`config.mk`:
```
export PLATFORM = sky130hd
export DESIGN_NAME = stor_key_guard
export DESIGN_NICKNAME = d
export VERILOG_FILES = /design/src/rtl/stor_key_pkg.sv /design/src/rtl/stor_key_table.sv /design/src/rtl/stor_key_judge.sv /design/src/rtl/stor_key_guard.sv
export SDC_FILE = /design/constraint.sdc
export NUM_CORES = 1
export LEC_CHECK = 0
export BUFFER_PORTS_ARGS = -buffer_cell sky130_fd_sc_hd__buf_2
export CORE_MARGIN = 2
export CORE_UTILIZATION = 50
export CTS_CLUSTER_SIZE = 25
export DETAILED_ROUTE_END_ITERATION = 10
export PLACE_DENSITY = 0.73
export SLEW_MARGIN = 10
export SYNTH_ARGS = -nofsm -noshare
export SYNTH_HDL_FRONTEND = slang
export SYNTH_SLANG_ARGS = --single-unit
```
`constraint.sdc`:
```
create_clock -name clk -period 2 [get_ports clk]
set_input_delay 0.3 -clock clk [delete_from_list [all_inputs] [get_ports clk]]
set_output_delay 0.3 -clock clk [all_outputs]
set_load 0.05 [all_outputs]
```
`src/rtl/stor_key_pkg.sv`:
```
package stor_key_pkg;
  typedef logic [3:0] skey_t;
  typedef enum logic [1:0] {
    V_NONE  = 2'd0,
    V_GRANT = 2'd1,
    V_PROT  = 2'd2,
    V_ADDR  = 2'd3
  } verdict_e;
endpackage

```
`src/rtl/stor_key_table.sv`:
```
module stor_key_table
  import stor_key_pkg::*;
#(
  parameter int NUM_PAGES = 16,
  localparam int PG_W = $clog2(NUM_PAGES)
) (
  input  logic            clk,
  input  logic            rst,
  input  logic            wr_en,
  input  logic [PG_W-1:0] wr_page,
  input  skey_t           wr_key,
  input  logic            wr_fetch,
  input  logic [PG_W-1:0] rd_page,
  output skey_t           rd_key,
  output logic            rd_fetch
);
  skey_t key_q [NUM_PAGES];
  logic  fp_q  [NUM_PAGES];

  always_ff @(posedge clk) begin
    if (rst) begin
      for (int i = 0; i < NUM_PAGES; i++) begin
        key_q[i] <= '0;
        fp_q[i]  <= 1'b0;
      end
    end else if (wr_en) begin
      key_q[wr_page] <= wr_key;
      fp_q[wr_page]  <= wr_fetch;
    end
  end

  assign rd_key   = key_q[rd_page];
  assign rd_fetch = fp_q[rd_page];
endmodule

```
`src/rtl/stor_key_judge.sv`:
```
module stor_key_judge
  import stor_key_pkg::*;
(
  input  logic     valid,
  input  logic     is_write,
  input  logic     in_range,
  input  logic     low_window,
  input  skey_t    task_key,
  input  skey_t    page_key,
  input  logic     page_fetch,
  output verdict_e verdict
);
  logic master, match;

  assign master = (task_key == '0);
  assign match  = (task_key == page_key);

  always_comb begin
    verdict = V_NONE;
    if (valid) begin
      if (!in_range)                    verdict = V_ADDR;
      else if (master || match)         verdict = V_GRANT;
      else if (is_write)                verdict = V_PROT;
      else if (low_window || !page_fetch) verdict = V_GRANT;
      else                              verdict = V_PROT;
    end
  end
endmodule

```
`src/rtl/stor_key_guard.sv`:
```
module stor_key_guard
  import stor_key_pkg::*;
#(
  parameter int ADDR_W     = 24,
  parameter int NUM_PAGES  = 16,
  parameter int PAGE_SHIFT = 12,
  parameter int LOW_BOUND  = 4096,
  localparam int PG_W   = $clog2(NUM_PAGES),
  localparam int PIDX_W = ADDR_W - PAGE_SHIFT
) (
  input  logic              clk,
  input  logic              rst,
  input  logic              key_wr_en,
  input  logic [PG_W-1:0]   key_wr_page,
  input  logic [3:0]        key_wr_key,
  input  logic              key_wr_fetch,
  input  logic              req_valid,
  input  logic [ADDR_W-1:0] req_addr,
  input  logic              req_write,
  input  logic [3:0]        req_task_key,
  output logic              rsp_grant,
  output logic              rsp_prot_exc,
  output logic              rsp_addr_exc
);
  localparam logic [PIDX_W-1:0] LAST_PAGE = PIDX_W'(NUM_PAGES - 1);
  localparam logic [ADDR_W-1:0] LOW_LIMIT = ADDR_W'(LOW_BOUND);

  logic [PIDX_W-1:0] page_idx;
  logic              in_range, low_window;
  skey_t             page_key;
  logic              page_fetch;
  verdict_e          verdict;

  assign page_idx   = req_addr[ADDR_W-1:PAGE_SHIFT];
  assign in_range   = (page_idx <= LAST_PAGE);
  assign low_window = (req_addr < LOW_LIMIT);

  stor_key_table #(.NUM_PAGES(NUM_PAGES)) u_table (
    .clk      (clk),
    .rst      (rst),
    .wr_en    (key_wr_en),
    .wr_page  (key_wr_page),
    .wr_key   (key_wr_key),
    .wr_fetch (key_wr_fetch),
    .rd_page  (page_idx[PG_W-1:0]),
    .rd_key   (page_key),
    .rd_fetch (page_fetch)
  );

  stor_key_judge u_judge (
    .valid      (req_valid),
    .is_write   (req_write),
    .in_range   (in_range),
    .low_window (low_window),
    .task_key   (req_task_key),
    .page_key   (page_key),
    .page_fetch (page_fetch),
    .verdict    (verdict)
  );

  always_ff @(posedge clk) begin
    if (rst) begin
      rsp_grant    <= 1'b0;
      rsp_prot_exc <= 1'b0;
      rsp_addr_exc <= 1'b0;
    end else begin
      rsp_grant    <= (verdict == V_GRANT);
      rsp_prot_exc <= (verdict == V_PROT);
      rsp_addr_exc <= (verdict == V_ADDR);
    end
  end

  // one outcome per request, none when idle
  a_r6_one_outcome: assert property (@(posedge clk) disable iff (rst)
    $onehot0({rsp_grant, rsp_prot_exc, rsp_addr_exc}));
  a_r6_answer: assert property (@(posedge clk) disable iff (rst)
    req_valid |=> (rsp_grant || rsp_prot_exc || rsp_addr_exc));
  a_r6_quiet: assert property (@(posedge clk) disable iff (rst)
    !req_valid |=> !(rsp_grant || rsp_prot_exc || rsp_addr_exc));
  // out-of-range pages give the addressing exception
  a_r7_range: assert property (@(posedge clk) disable iff (rst)
    (req_valid && !in_range) |=> rsp_addr_exc);
  // master key always granted in range
  a_r3_master: assert property (@(posedge clk) disable iff (rst)
    (req_valid && in_range && req_task_key == 4'd0) |=> rsp_grant);
  // low-window reads always granted
  a_r5_low_read: assert property (@(posedge clk) disable iff (rst)
    (req_valid && !req_write && low_window) |=> rsp_grant);
endmodule

```
; Word level (Yosys, flattened, before mapping)
; Memories as Yosys holds them, arrays and structs flattened.
; Index checks and enable logic that the tools add are counted.
[word_totals]
regBits = 3
mem_bits_rw = 80
word_cells = 33
memories = 2
[classes]
order_cmp = 2
eq_ne = 4
mux = 16
n_reduce_logical = 6
[mem_list]
columns = memory, depth, width, read_ports, rd_clocked_by_memory_dff, write_ports, line
row1 = u_table.key_q, 16, 4, 1, 0, 16, stor_key_table.sv:17  ; skey_t key_q [NUM_PAGES];
row2 = u_table.fp_q, 16, 1, 1, 0, 16, stor_key_table.sv:18  ; logic fp_q [NUM_PAGES];
[op_table]
columns = op, count
row1 = 24-bit by 13-bit less-than comparator with 1-bit output (second input constant), 1
row2 = 12-bit by 4-bit <= comparator with 1-bit output (second input constant), 1
row3 = 4-bit two-way mux, 3
row4 = 2-bit two-way mux, 5
row5 = 1-bit two-way mux, 8
row6 = 2-bit == test (second input constant), 2
row7 = 4-bit == test, 1
row8 = 4-bit zero test, 1
row9 = 4-bit OR reduction, 1
row10 = 2-bit by 1-bit == test with 1-bit output (second input constant), 1
row11 = 1-bit logical OR, 2
row12 = 1-bit zero test, 1
row13 = 1-bit OR reduction, 1

; Depth between registers and ports, before layout
; An unclocked memory read counts as a cell.
[logic_depth]
depth_word = 9
depth_mapped = 8
ltp_nobuf = 6

; Hierarchy
; A second synthesis with hierarchy kept.
[hier_totals]
cells_unflattened = 277
area_unflattened_um2 = 3976.3
[modules_own_cells]
columns = mod, instances, cells_per_inst, area_each_um2, seq_area_each_um2
row1 = stor_key_table, 1, 253, 3761.1, 2402.3
row2 = stor_key_guard, 1, 11, 123.9, 60.1
row3 = stor_key_judge, 1, 13, 91.3, 0.0

; Worst setup path before layout
; No wires, ideal clock.
[synth_timing]
path_type = input to register
start = in req_addr[18]
end = reg rsp_prot_exc
setup_time_ps = 117
arrival_time_ps = 1648
required_ps = 1883
path_slack_ps = 235
stages = 6
path_cell_list = or4_1 -> nor2_1 -> o21ai_0 -> a221oi_1 -> nand2_1 -> and4bb_1
[synth_between]
elab_chain_cells = 8
elab_cells_between_ends = 9
cone_classes = order compare (2) / eq/ne (1) / mux (5) / reduce/logical (1)
[synth_lines]
columns = element, line
row1 = from (decl), stor_key_guard.sv:18  ; input logic [ADDR_W-1:0] req_addr,
row2 = 24-bit by 13-bit less-than comparator with 1-bit output, stor_key_guard.sv:36  ; assign low_window = (req_addr < LOW_LIMIT);
row3 = 1-bit logical OR, stor_key_judge.sv:24  ; else if (low_window || !page_fetch) verdict = V_GRANT;
row4 = 2-bit two-way mux, stor_key_judge.sv:24
row5 = 2-bit two-way mux, stor_key_judge.sv:23  ; else if (is_write) verdict = V_PROT;
row6 = 2-bit two-way mux, stor_key_judge.sv:22  ; else if (master || match) verdict = V_GRANT;
row7 = 2-bit two-way mux (*), stor_key_judge.sv:21  ; if (!in_range) verdict = V_ADDR;
row8 = 2-bit two-way mux (*), stor_key_judge.sv:20  ; if (valid) begin
row9 = 2-bit == test (*), stor_key_guard.sv:68  ; rsp_prot_exc <= (verdict == V_PROT);
row10 = to (signal assigned), stor_key_guard.sv:68
row11 = to (decl), stor_key_guard.sv:22  ; output logic rsp_prot_exc,
; Every way passes the cells marked *; elsewhere a longest branch is shown, timed or not.
; A chain may end at the register's enable or synchronous reset.

; Worst setup path after layout
[layout_timing]
start = mem u_table.key_q[15][2] (netlist bit)
end = reg rsp_prot_exc
[layout_between]
elab_chain_cells = 7
[layout_lines]
columns = element, line
row1 = from (decl), stor_key_table.sv:17
row2 = memory read 16 x 4 bit, --
row3 = 4-bit == test, stor_key_judge.sv:16  ; assign match = (task_key == page_key);
row4 = 1-bit logical OR, stor_key_judge.sv:22
row5 = 2-bit two-way mux, stor_key_judge.sv:22
row6 = 2-bit two-way mux, stor_key_judge.sv:21
row7 = 2-bit two-way mux, stor_key_judge.sv:20
row8 = 2-bit == test, stor_key_guard.sv:68
; No other way between the ends.

==> results.cfg <==
[timing]
fin_skew_ns = 0.00844
holdWs_ns = 0.220
worst_slew_pin_slew_ns = 0.345
relSlewSlack_pct = 77.0
fin_crit_ns = 1.82
layout_worst_path_cycle_share_pct = 91.2
max_freq_mhz = 548
setup_violations = 0
rsz0062_at_grt = false
finalHoldViolations = 0
drv_slew = 0

[pwr]
p_seq_share_pct = 56.6
power_switching_w = 0.000841
p_leak_nw = 1.81
combPwrFrac_pct = 10.3
p_sw_share_pct = 23.5
total_power_w = 0.00358
ir_drop_uv = 507
pwr-share-clk_pct = 33.1
p_per_area_nw_per_um2 = 757
intPower_w = 0.00273

[worst_setup_path]
cp-start-kind = flop
worstPathArrival_ns = 2.07
crit_fanout = 2
critPathKind = flop to flop
cp.required_ns = 2.25
end_kind = flop

[cts]
cts_tree = done
cts_buffers = 9
cts_hold_buf = 0
h-tree-depth = 3
cts.sinks = 83
insertion_delay_ns = 0.35
cts_resized = 0
clockBufferDepth = 2
path_clk_slew_ns = 0.08
post_cts_buffers = 0
root_buffer = clkbuf_8

[finish]
final_util_pct = 58.4
drive_above_1_share_pct = 28.4
stdcell_area_sq_um = 4730
area.growth.synth_to_final_pct = 14.9
most-common-layout-cells = 80 x and2_1, 80 x edfxtp_1, 32 x buf_2
final_nets = 410
n_antenna_cell = 0
stdcell_count = 478

[synthesis]
synth_fp_nets = 355
synth-edff-count = 80
synth_top_family_by_area = simple AND/OR/NAND/NOR gates
ys_warn_count = 0
synth_compound_area_share_pct = 2.92
muxShareOfSynthArea_pct = 13.0
synth_xor_xnor_area_share_pct = 0.213
synthAdderAreaFrac_pct = 0
postSynthAreaPerCell_sq_um = 13.1
synth-simple-area-share_pct = 22.0
seq_area_frac_synth_pct = 59.9
async_reset_ff_share_pct = 0
ys.flop_type = edfxtp_1
ys_seq_elements = 83
syn-cell-area_sq_um = 4110
synthCells = 313
ys_types = 35

[floorplanning]
die_x_um = 94.7
coreArea_sq_um = 8090
die_h_um = 94.7
die_area_sq_um = 8960
start_util_pct = 50.8
rows = 33
pin_count = 45

[global_routing]
grt_overflow = 0
antenna_found_initial = 0
grtUsageTotal_pct = 20.9
grt_pass1_vias = 2682
grt_pass1_wl_mm = 13.6
grt_max_degree = 19

[hold_path]
hp-class = input pin to flop

[placement]
gp_congestion = 0.852
placed_cells = 462
dpl.hpwl_mm = 6.27
io_buffers = 32
place_area_sq_um = 4530

[status]
outcome = finished, final reports clean

[flow_run]
max_cap_violations = 0

[routing]
vias = 2617
drc = 0
dr.pass1.iters = 4
viasPerCell = 5.47
wl_per_cell_um = 18.0
routed_wl_mm = 8.62
drt_iter0_drc = 161
ant_nets = 0
## critical path, cell delays in order (launching register included)
cell      delay, ns
edfxtp_1       0.37
mux4_2         0.45
nand2b_1       0.17
a211o_1        0.30
o211ai_1       0.09
nand4_1        0.13
and4bb_1       0.21
## final cells by class
| type | count | area (sq um) |
|---|---|---|
| inverter | 1 | 3.75 |
| tap | 105 | 131 |
| clock inverter | 7 | 67.6 |
| sequential | 83 | 2460 |
| timing repair buffer | 58 | 368 |
| fill | 676 | 3370 |
| clock buffer | 9 | 124 |
| multi-input combinational | 215 | 1570 |
## kinds of logic (layout without fill, tap and decap cells)
| group | after synthesis | after routing |
|---|---|---|
| flip-flops | 83 | 83 |
| buffers and inverters | 15 | 75 |
| XOR/XNOR | 1 | 1 |
| multiplexers | 39 | 39 |
| AO/OA/AOI/OAI | 18 | 18 |
| AND/OR/NAND/NOR | 157 | 157 |
## metal layers
| metal | GRT usage (%) | share of wire [%] |
|---|---|---|
| met1 | 27.4 | 43 |
| met2 | 34.3 | 48 |
| met3 | 2.95 | 5.0 |
| met4 | 10.4 | 3.2 |
| met5 | 0 | 0 |
## cells in the mapped netlist (all sizes together) (2+ instances only)
cell | count | area share (%)
o22ai | 3 | 0.46
nand4 | 2 | 0.30
dfxtp | 3 | 1.5
nand2 | 10 | 0.91
clkbuf | 9 | 0.82
nand3b | 3 | 0.55
o21ai | 4 | 0.49
a21oi | 3 | 0.37
nor2b | 5 | 0.76
mux4 | 11 | 6.0
or4 | 2 | 0.37
edfxtp | 80 | 58
mux2 | 6 | 1.6
or2 | 16 | 2.4
buf | 5 | 1.0
o311ai | 3 | 0.64
mux2i | 22 | 5.4
nor2 | 24 | 2.2
nand2b | 6 | 0.91
and2 | 80 | 12
nor3 | 4 | 0.49
## sequential cells by signal (all words and copies together) (netlist names)
| register | count |
|---|---|
| u_table.key_q | 64 |
| u_table.fp_q | 16 |
| rsp_addr_exc | 1 |
| rsp_grant | 1 |
| rsp_prot_exc | 1 |
## metrics by stage
| step | setup slack, ns | TNS [ns] |
|---|---|---|
| after detailed placement | -0.0757 | -0.0987 |
| after CTS | 0.179 | 0 |
| final | 0.177 | 0 |
| after global routing | 0.0563 | 0 |
| after global placement | -0.0606 | -0.0606 |
| after floorplan | 0.235 | 0 |
## worst paths after layout
check / startpoint / slack, ns / depth (start not counted) / to
setup / recovery: u_table.key_q[15][2]$_SDFFCE_PN0P_ / 0.18 / 6 / rsp_prot_exc$_SDFF_PP0_
hold / removal: req_valid / 0.22 / 2 / rsp_addr_exc$_SDFF_PP0_
setup reg to reg: u_table.key_q[15][2]$_SDFFCE_PN0P_ / 0.18 / 6 / rsp_prot_exc$_SDFF_PP0_
hold reg to reg: u_table.fp_q[0]$_SDFFCE_PN0P_ / 0.89 / 5 / rsp_prot_exc$_SDFF_PP0_
## power groups by stage
| stage | Combinational [W] | Sequential (W) | Clock [W] |
|---|---|---|---|
| after floorplan | 0.000229 | 0.00205 | 0 |
| after global placement | 0.000359 | 0.00206 | 0 |
| after detailed placement | 0.000366 | 0.00207 | 0 |
| after CTS | 0.000368 | 0.00203 | 0.00120 |
| after global routing | 0.000398 | 0.00203 | 0.00126 |
| final | 0.000367 | 0.00203 | 0.00118 |
Note: power is estimated with default switching activity, not from simulation.
